### config.mk
export PLATFORM = sky130hd
export DESIGN_NAME = dram_refresh_seq
export DESIGN_NICKNAME = d
export VERILOG_FILES = /design/src/rtl/drfsh_pkg.sv /design/src/rtl/drfsh_interval_timer.sv /design/src/rtl/drfsh_debt_counter.sv /design/src/rtl/drfsh_cycle_fsm.sv /design/src/rtl/dram_refresh_seq.sv
export SDC_FILE = /design/constraint.sdc
export NUM_CORES = 1
export LEC_CHECK = 0
export BUFFER_PORTS_ARGS = -buffer_cell sky130_fd_sc_hd__buf_2
export CAP_MARGIN = 20
export CORE_ASPECT_RATIO = 0.6
export CORE_MARGIN = 3
export CORE_UTILIZATION = 50
export CTS_CLUSTER_SIZE = 20
export DETAILED_ROUTE_END_ITERATION = 8
export MAX_ROUTING_LAYER = met4
export PLACE_DENSITY = 0.75
export SYNTH_ARGS = -nofsm -noshare
export SYNTH_HDL_FRONTEND = slang
export SYNTH_SLANG_ARGS = --single-unit
### constraint.sdc
create_clock -name clk -period 3.2 [get_ports clk]
set_clock_uncertainty 0.2 [all_clocks]
set_input_delay 0.16 -clock clk [delete_from_list [all_inputs] [get_ports clk]]
set_output_delay 0.16 -clock clk [all_outputs]
set_load 0.02 [all_outputs]
### src/rtl/drfsh_pkg.sv
package drfsh_pkg;

    typedef enum logic [2:0] {
        ST_PWRUP    = 3'd0,
        ST_IDLE     = 3'd1,
        ST_REQ      = 3'd2,
        ST_SETUP    = 3'd3,
        ST_CAS_LEAD = 3'd4,
        ST_RAS_ACT  = 3'd5,
        ST_RAS_HOLD = 3'd6,
        ST_PRECH    = 3'd7
    } rf_state_e;

    function automatic int unsigned max2(input int unsigned a, input int unsigned b);
        return (a > b) ? a : b;
    endfunction

endpackage

### src/rtl/drfsh_interval_timer.sv
module drfsh_interval_timer #(
    parameter int unsigned INTERVAL_CYC = 3900
) (
    input  logic clk,
    input  logic rst_n,
    input  logic run,
    output logic tick
);
    localparam int unsigned CW = (INTERVAL_CYC > 1) ? $clog2(INTERVAL_CYC) : 1;
    localparam logic [CW-1:0] RELOAD = CW'(INTERVAL_CYC - 1);

    logic [CW-1:0] cnt;

    always_ff @(posedge clk or negedge rst_n) begin
        if (!rst_n) begin
            cnt  <= RELOAD;
            tick <= 1'b0;
        end else if (!run) begin
            cnt  <= RELOAD;
            tick <= 1'b0;
        end else if (cnt == '0) begin
            cnt  <= RELOAD;
            tick <= 1'b1;
        end else begin
            cnt  <= cnt - 1'b1;
            tick <= 1'b0;
        end
    end

    generate
        if (INTERVAL_CYC > 1) begin : g_tick_chk
            p_tick_single_r6: assert property (@(posedge clk) disable iff (!rst_n)
                tick |=> !tick)
                else $error("interval tick lasted more than one cycle");
        end
    endgenerate

endmodule

### src/rtl/drfsh_debt_counter.sv
module drfsh_debt_counter #(
    parameter int unsigned DEBT_MAX = 8
) (
    input  logic clk,
    input  logic rst_n,
    input  logic add,
    input  logic retire,
    output logic pending,
    output logic full
);
    localparam int unsigned DW = $clog2(DEBT_MAX + 1);
    localparam logic [DW-1:0] CEIL = DW'(DEBT_MAX);

    logic [DW-1:0] debt;

    always_ff @(posedge clk or negedge rst_n) begin
        if (!rst_n) begin
            debt <= '0;
        end else begin
            unique case ({add, retire})
                2'b10: if (debt != CEIL) debt <= debt + 1'b1;
                2'b01: if (debt != '0)   debt <= debt - 1'b1;
                default: debt <= debt;
            endcase
        end
    end

    assign pending = (debt != '0);
    assign full    = (debt == CEIL);

    p_debt_cap_r6: assert property (@(posedge clk) disable iff (!rst_n)
        debt <= CEIL)
        else $error("refresh debt above ceiling");

    p_debt_quiet_r6: assert property (@(posedge clk) disable iff (!rst_n)
        (!add && !retire) |=> (debt == $past(debt)))
        else $error("refresh debt moved without a tick or a retire");

endmodule

### src/rtl/drfsh_cycle_fsm.sv
module drfsh_cycle_fsm
    import drfsh_pkg::*;
#(
    parameter int unsigned PWRUP_CYC = 50000,
    parameter int unsigned WARMUP    = 8,
    parameter int unsigned T_RPC     = 2,
    parameter int unsigned T_CSR     = 2,
    parameter int unsigned T_CHR     = 3,
    parameter int unsigned T_RASH    = 12,
    parameter int unsigned T_RP      = 10
) (
    input  logic clk,
    input  logic rst_n,
    input  logic bus_grant,
    input  logic debt_pending,
    output logic ras_n,
    output logic cas_low,
    output logic we_n,
    output logic own,
    output logic ref_req,
    output logic init_done,
    output logic retire
);
    localparam int unsigned MAXT = max2(max2(max2(PWRUP_CYC, T_RPC), max2(T_CSR, T_CHR)),
                                        max2(T_RASH, T_RP));
    localparam int unsigned PH_W = $clog2(MAXT + 1);
    localparam int unsigned WW   = $clog2(WARMUP + 1);

    localparam logic [PH_W-1:0] L_PWR  = PH_W'(PWRUP_CYC - 1);
    localparam logic [PH_W-1:0] L_RPC  = PH_W'(T_RPC - 1);
    localparam logic [PH_W-1:0] L_CSR  = PH_W'(T_CSR - 1);
    localparam logic [PH_W-1:0] L_CHR  = PH_W'(T_CHR - 1);
    localparam logic [PH_W-1:0] L_RASH = PH_W'(T_RASH - 1);
    localparam logic [PH_W-1:0] L_RP   = PH_W'(T_RP - 1);

    rf_state_e       state, state_nx;
    logic [PH_W-1:0] ph_cnt, ph_load;
    logic [WW-1:0]   warm_left;
    logic            ph_zero, need, cyc_end;

    assign ph_zero = (ph_cnt == '0);
    assign need    = (warm_left != '0) || (init_done && debt_pending);
    assign cyc_end = (state == ST_PRECH) && ph_zero;

    // state register
    always_ff @(posedge clk or negedge rst_n) begin
        if (!rst_n) state <= ST_PWRUP;
        else        state <= state_nx;
    end

    // transitions
    always_comb begin
        state_nx = state;
        unique case (state)
            ST_PWRUP:    if (ph_zero)   state_nx = ST_IDLE;
            ST_IDLE:     if (need)      state_nx = ST_REQ;
            ST_REQ:      if (bus_grant) state_nx = ST_SETUP;
            ST_SETUP:    if (ph_zero)   state_nx = ST_CAS_LEAD;
            ST_CAS_LEAD: if (ph_zero)   state_nx = ST_RAS_ACT;
            ST_RAS_ACT:  if (ph_zero)   state_nx = ST_RAS_HOLD;
            ST_RAS_HOLD: if (ph_zero)   state_nx = ST_PRECH;
            ST_PRECH:    if (ph_zero)   state_nx = ST_IDLE;
            default:                    state_nx = ST_PWRUP;
        endcase
    end

    // phase length for the state being entered
    always_comb begin
        ph_load = '0;
        unique case (state_nx)
            ST_SETUP:    ph_load = L_RPC;
            ST_CAS_LEAD: ph_load = L_CSR;
            ST_RAS_ACT:  ph_load = L_CHR;
            ST_RAS_HOLD: ph_load = L_RASH;
            ST_PRECH:    ph_load = L_RP;
            ST_PWRUP:    ph_load = L_PWR;
            default:     ph_load = '0;
        endcase
    end

    always_ff @(posedge clk or negedge rst_n) begin
        if (!rst_n)                 ph_cnt <= L_PWR;
        else if (state_nx != state) ph_cnt <= ph_load;
        else if (!ph_zero)          ph_cnt <= ph_cnt - 1'b1;
    end

    // warm-up bookkeeping
    always_ff @(posedge clk or negedge rst_n) begin
        if (!rst_n) begin
            warm_left <= WW'(WARMUP);
            init_done <= 1'b0;
        end else if (cyc_end && !init_done) begin
            warm_left <= warm_left - 1'b1;
            if (warm_left == WW'(1)) init_done <= 1'b1;
        end
    end

    // outputs
    always_comb begin
        ras_n   = 1'b1;
        cas_low = 1'b0;
        we_n    = 1'b1;
        own     = 1'b0;
        unique case (state)
            ST_PWRUP, ST_IDLE, ST_REQ: own = 1'b0;
            ST_SETUP:    own = 1'b1;
            ST_CAS_LEAD: begin own = 1'b1; cas_low = 1'b1; end
            ST_RAS_ACT:  begin own = 1'b1; cas_low = 1'b1; ras_n = 1'b0; end
            ST_RAS_HOLD: begin own = 1'b1; ras_n = 1'b0; end
            ST_PRECH:    own = 1'b1;
            default:     own = 1'b0;
        endcase
        ref_req = (state != ST_PWRUP) && need;
        retire  = cyc_end && init_done;
    end

    p_cas_before_ras_r3: assert property (@(posedge clk) disable iff (!rst_n)
        $fell(ras_n) |-> $past(cas_low))
        else $error("RAS fell without CAS already low");

    p_cas_up_first_r3: assert property (@(posedge clk) disable iff (!rst_n)
        $rose(ras_n) |-> !cas_low)
        else $error("CAS still low when RAS rose");

    p_we_high_r4: assert property (@(posedge clk) disable iff (!rst_n)
        own |-> we_n)
        else $error("write enable low during refresh");

    p_own_grant_r7: assert property (@(posedge clk) disable iff (!rst_n)
        own |-> bus_grant)
        else $error("bus driven without grant");

    p_init_after_cycle_r5: assert property (@(posedge clk) disable iff (!rst_n)
        $rose(init_done) |-> ($past(state) == ST_PRECH))
        else $error("init_done rose outside a cycle end");

    p_init_sticky_r5: assert property (@(posedge clk) disable iff (!rst_n)
        init_done |=> init_done)
        else $error("init_done dropped");

endmodule

### src/rtl/dram_refresh_seq.sv
module dram_refresh_seq #(
    parameter int unsigned LANES        = 4,
    parameter int unsigned PWRUP_CYC    = 50000,
    parameter int unsigned WARMUP       = 8,
    parameter int unsigned INTERVAL_CYC = 3900,
    parameter int unsigned DEBT_MAX     = 8,
    parameter int unsigned T_RPC        = 2,
    parameter int unsigned T_CSR        = 2,
    parameter int unsigned T_CHR        = 3,
    parameter int unsigned T_RASH       = 12,
    parameter int unsigned T_RP         = 10
) (
    input  logic             clk,
    input  logic             rst_n,
    input  logic             bus_grant,
    output logic             ref_req,
    output logic             ref_urgent,
    output logic             bus_own,
    output logic             ras_n,
    output logic [LANES-1:0] cas_n,
    output logic             we_n,
    output logic             init_done
);
    logic tick, retire, debt_pending, debt_full, cas_low;

    drfsh_interval_timer #(.INTERVAL_CYC(INTERVAL_CYC)) u_timer (
        .clk   (clk),
        .rst_n (rst_n),
        .run   (init_done),
        .tick  (tick)
    );

    drfsh_debt_counter #(.DEBT_MAX(DEBT_MAX)) u_debt (
        .clk     (clk),
        .rst_n   (rst_n),
        .add     (tick),
        .retire  (retire),
        .pending (debt_pending),
        .full    (debt_full)
    );

    drfsh_cycle_fsm #(
        .PWRUP_CYC (PWRUP_CYC),
        .WARMUP    (WARMUP),
        .T_RPC     (T_RPC),
        .T_CSR     (T_CSR),
        .T_CHR     (T_CHR),
        .T_RASH    (T_RASH),
        .T_RP      (T_RP)
    ) u_fsm (
        .clk          (clk),
        .rst_n        (rst_n),
        .bus_grant    (bus_grant),
        .debt_pending (debt_pending),
        .ras_n        (ras_n),
        .cas_low      (cas_low),
        .we_n         (we_n),
        .own          (bus_own),
        .ref_req      (ref_req),
        .init_done    (init_done),
        .retire       (retire)
    );

    generate
        for (genvar g = 0; g < LANES; g++) begin : g_lane
            assign cas_n[g] = ~cas_low;
        end
    endgenerate

    assign ref_urgent = init_done && debt_full;

    p_urgent_req_r8: assert property (@(posedge clk) disable iff (!rst_n)
        ref_urgent |-> ref_req)
        else $error("urgent without request");

endmodule

==> PnR_summary.wiki <==
{| class="wikitable"
! Metric !! Value
|-
| Run status || complete, no violations
|-
| Data arrival, critical path || 3.02 ns
|-
| Most used flip-flop cell after synthesis || sky130_fd_sc_hd__dfrtp_1
|-
| Die Height || 60.1 um
|-
| Fin worst setup slack || 0.160 ns
|-
| Total count of max-transition violations in the final report || 0
|-
| PortBufs || 11
|-
| Achievable clock frequency || 329 MHz
|-
| Max Cap Violations || 0
|-
| Layout Cells excl Fill || 327
|-
| Horizontal die dimension || 96.1 um
|-
| Internal power of the cells || 672 uW
|-
| Setup crit start kind || flop
|-
| Initial DRC count || 92
|-
| Dpl hpwl || 3480 um
|-
| Number of vias per cell || 5.60
|-
| TritonCTS Buffers || 5
|-
| Buf+Inv Stages, Crit Path || 1
|-
| Antenna fix cells || 0
|-
| Vias in the first global route || 1747
|-
| Worst slew margin relative to its limit || 0.403
|-
| Final critical-path required period || 3.04 ns
|-
| Sequential cell area fraction in the yosys report || 0.431
|-
| Final setup violation count || 0
|-
| Antenna Nets Post-Route || 0
|-
| Cell types occupying the most area after synthesis || sky130_fd_sc_hd__dfrtp_1, sky130_fd_sc_hd__dfstp_2, sky130_fd_sc_hd__xnor2_1
|-
| Initial antenna violation count || 0
|-
| Count of filler cells inserted in the layout || 383
|-
| Vias || 1830
|-
| Number of placement rows || 18
|-
| Number of failing hold endpoints at the final stage || 0
|-
| Io pins || 13
|-
| Lkg Pwr || 1.09 nW
|-
| Cell type with the highest aggregate area in the netlist || sky130_fd_sc_hd__dfrtp_1
|-
| Clk root buf || sky130_fd_sc_hd__clkbuf_8
|-
| Total instance count after detailed placement || 315
|-
| Hold WC Path Type || input port to flop
|-
| Pin count of the biggest net entering global routing || 42
|-
| Clock Sinks || 41
|-
| Max stage delay on crit path || 0.39 ns
|-
| CTS tree || done
|-
| Top-area cell type share of the netlist area || 0.226
|-
| Share of power burned in registers || 0.602
|-
| Period Utilization, post-route || 0.950
|-
| Area growth from synthesis to layout || 9.30%
|-
| Sum of overflow across all layers after global routing || 0
|-
| GP Congestion || 0.867
|-
| Critical path's slowest cell || sky130_fd_sc_hd__dfstp_2
|-
| Worst-margin pin slew || 0.895 ns
|-
| Total global-route track usage || 0.193
|-
| Net switching share of the total power || 0.220
|-
| Yosys warnings || 0
|-
| Critical Path, Cell by Cell || inv_1 > ha_2 > nor4b_4 > and4_1 > nand2_1 > nor2_2 > and2_1 > ha_2 > ha_1 > a21o_1 > a21oi_1 > xnor2_1 > nand2_1 > xnor2_1
|-
| Crit Path Category || flop to flop
|-
| DRC Markers || 0
|-
| Library cells used by synthesis || 54
|-
| Family of cells with the greatest summed delay on the critical path || simple AND/OR/NAND/NOR gates
|-
| Floorplan Core Area || 4390 sq um
|-
| First-pass DRT Iterations || 4
|-
| Mapped cell area || 2430 sq um
|-
| Setup TNS || 0 ns
|-
| Power dissipated by switching net loads || 190 uW
|-
| Proportion of power drawn by the clock network || 0.382
|-
| Number of nets in the layout || 280
|-
| Max clock buf depth || 2
|-
| Number of enable-type register cells in the synthesized netlist || 0
|-
| Maximum vdd drop || 281 uV
|-
| Commonest non-fill, non-tap cells in the layout || sky130_fd_sc_hd__nor2_1, sky130_fd_sc_hd__nand2_1, sky130_fd_sc_hd__dfrtp_1, sky130_fd_sc_hd__dfstp_2, sky130_fd_sc_hd__xnor2_1
|-
| Routed WL per cell || 14.6 um
|-
| Leading cell type in the layout, fill and taps excluded || sky130_fd_sc_hd__nor2_1
|-
| Register bit count reported by yosys || 41
|-
| Clock insertion delay at the later pin of the skew report || 0.29 ns
|-
| Async set or reset register ratio after synthesis || 1.00
|-
| Clock-pin slew reported for the worst setup and hold paths after clock tree synthesis || 0.08 ns
|-
| Type of destination of the critical path || flop
|-
| Fraction of power consumed by combinational cells || 0.015
|-
| Pwr/cell area || 324 nW/um^2
|-
| Wire length of the first global-routing pass || 8360 um
|-
| Top fanout value on the critical path || 4
|-
| Initial standard-cell utilization of the core || 0.554
|-
| Placement-stage worst setup slack || 0.0380 ns
|-
| Synthesized instance count || 252
|-
| Synthesized area per cell || 9.66 sq um
|-
| Required time reported for the critical path endpoint || 3.18 ns
|-
| Die Footprint || 5770 sq um
|-
| Post-route worst hold slack || 0.151 ns
|-
| WL final || 4770 um
|-
| Fraction of final layout cells with drive strength greater than 1 || 0.221
|-
| Clock H-tree levels || 2
|-
| Syn_nets || 266
|}
-- path summary, 6_finish.rpt --
path / startpoint / end / slack, ns / cells after the start
worst max-delay path: u_fsm.ph_cnt[0]$_DFFE_PN1P_ / u_debt.debt[3]$_DFFE_PN0P_ / 0.16 / 14
worst min-delay path: bus_grant / u_fsm.state[0]$_DFF_PN0_ / 0.15 / 4
worst max register to register: u_fsm.ph_cnt[0]$_DFFE_PN1P_ / u_debt.debt[3]$_DFFE_PN0P_ / 0.16 / 14
worst min register to register: u_timer.cnt[0]$_DFF_PN1_ / u_timer.cnt[0]$_DFF_PN1_ / 0.26 / 1
max in group asynchronous: rst_n / u_fsm.state[2]$_DFF_PN0_ / 1.91 / 2
min in group asynchronous: rst_n / u_fsm.state[0]$_DFF_PN0_ / 0.33 / 2
-- kinds of logic (layout without fill, tap and decap cells) --
group,after synthesis,in the layout,share of synthesized area
mux,2,2,0.00874
simple gates,105,105,0.241
compound gates,36,36,0.103
flops,41,41,0.431
xor+xnor,30,30,0.108
buf+inv,26,41,0.0473
fa+ha+maj,11,11,0.0596
other cells,1,1,0.00154
-- per-layer routing --
layer  track usage  share of wire
met5             -              0
met4        0.0243         0.0013
met3        0.0453          0.055
met2         0.258           0.41
met1         0.301           0.53
-- state kept, by name, summed over array words and instances (netlist names) --
signal           cells
u_debt.debt          4
u_fsm.init_done      1
u_fsm.ph_cnt        16
u_fsm.state          3
u_fsm.warm_left      4
u_timer.cnt         12
u_timer.tick         1
-- synth_stat cells (5+ instances only) --
library cell and instances:
sky130_fd_sc_hd__dfstp_2 19, sky130_fd_sc_hd__o21ai_0 10, sky130_fd_sc_hd__or4_1 5, sky130_fd_sc_hd__nor3_1 7, sky130_fd_sc_hd__dfrtp_1 22, sky130_fd_sc_hd__nor4_1 6, sky130_fd_sc_hd__ha_1 10, sky130_fd_sc_hd__nand2_1 26
sky130_fd_sc_hd__inv_1 14, sky130_fd_sc_hd__xor2_1 12, sky130_fd_sc_hd__clkbuf_1 6, sky130_fd_sc_hd__nor2_1 31, sky130_fd_sc_hd__nand3_1 8, sky130_fd_sc_hd__xnor2_1 18
-- through the flow --
stage / power (mW) / area (sq um) / util
after floorplan: 0.531 / 2430 / -
after global placement: 0.542 / 2530 / 0.577
after detailed placement: 0.541 / 2530 / 0.577
after CTS: 0.875 / 2630 / 0.598
after global routing: 0.898 / 2660 / 0.606
final: 0.862 / 2660 / 0.606
-- tightest hold or removal path, cell delays in order --
cell and delay [ns]:
sky130_fd_sc_hd__buf_2 0.11, sky130_fd_sc_hd__inv_1 0.07, sky130_fd_sc_hd__a32oi_1 0.06, sky130_fd_sc_hd__o211a_1 0.21
-- final cells by class --
| class | count | area (sq um) | share of cell area |
|---|---|---|---|
| Multi-Input combinational cell | 185 | 1280 | 0.482 |
| Sequential cell | 41 | 1050 | 0.394 |
| Timing Repair Buffer | 19 | 118 | 0.0442 |
| Tap cell | 60 | 75.1 | 0.0282 |
| Clock buffer | 6 | 72.6 | 0.0273 |
| Inverter | 14 | 52.6 | 0.0197 |
| Clock inverter | 2 | 10.0 | 0.00376 |
-- power by group through the flow --
stage / registers, mW / clock network [mW] / logic [mW]
after floorplan: 0.528 / 0 / 0.00233
after global placement: 0.528 / 0 / 0.0133
after detailed placement: 0.528 / 0 / 0.0133
after CTS: 0.519 / 0.342 / 0.0142
after global routing: 0.519 / 0.363 / 0.0160
final: 0.519 / 0.329 / 0.0132
-- what timing repair did --
action,in CTS,in global routing
buffers inserted,0,3
setup endpoints to repair,0,1
hold buffers,1,0
resized for setup,0,4
endpoints found under the hold margin,22,0
No activity file was read; power rests on OpenSTA's default activity.
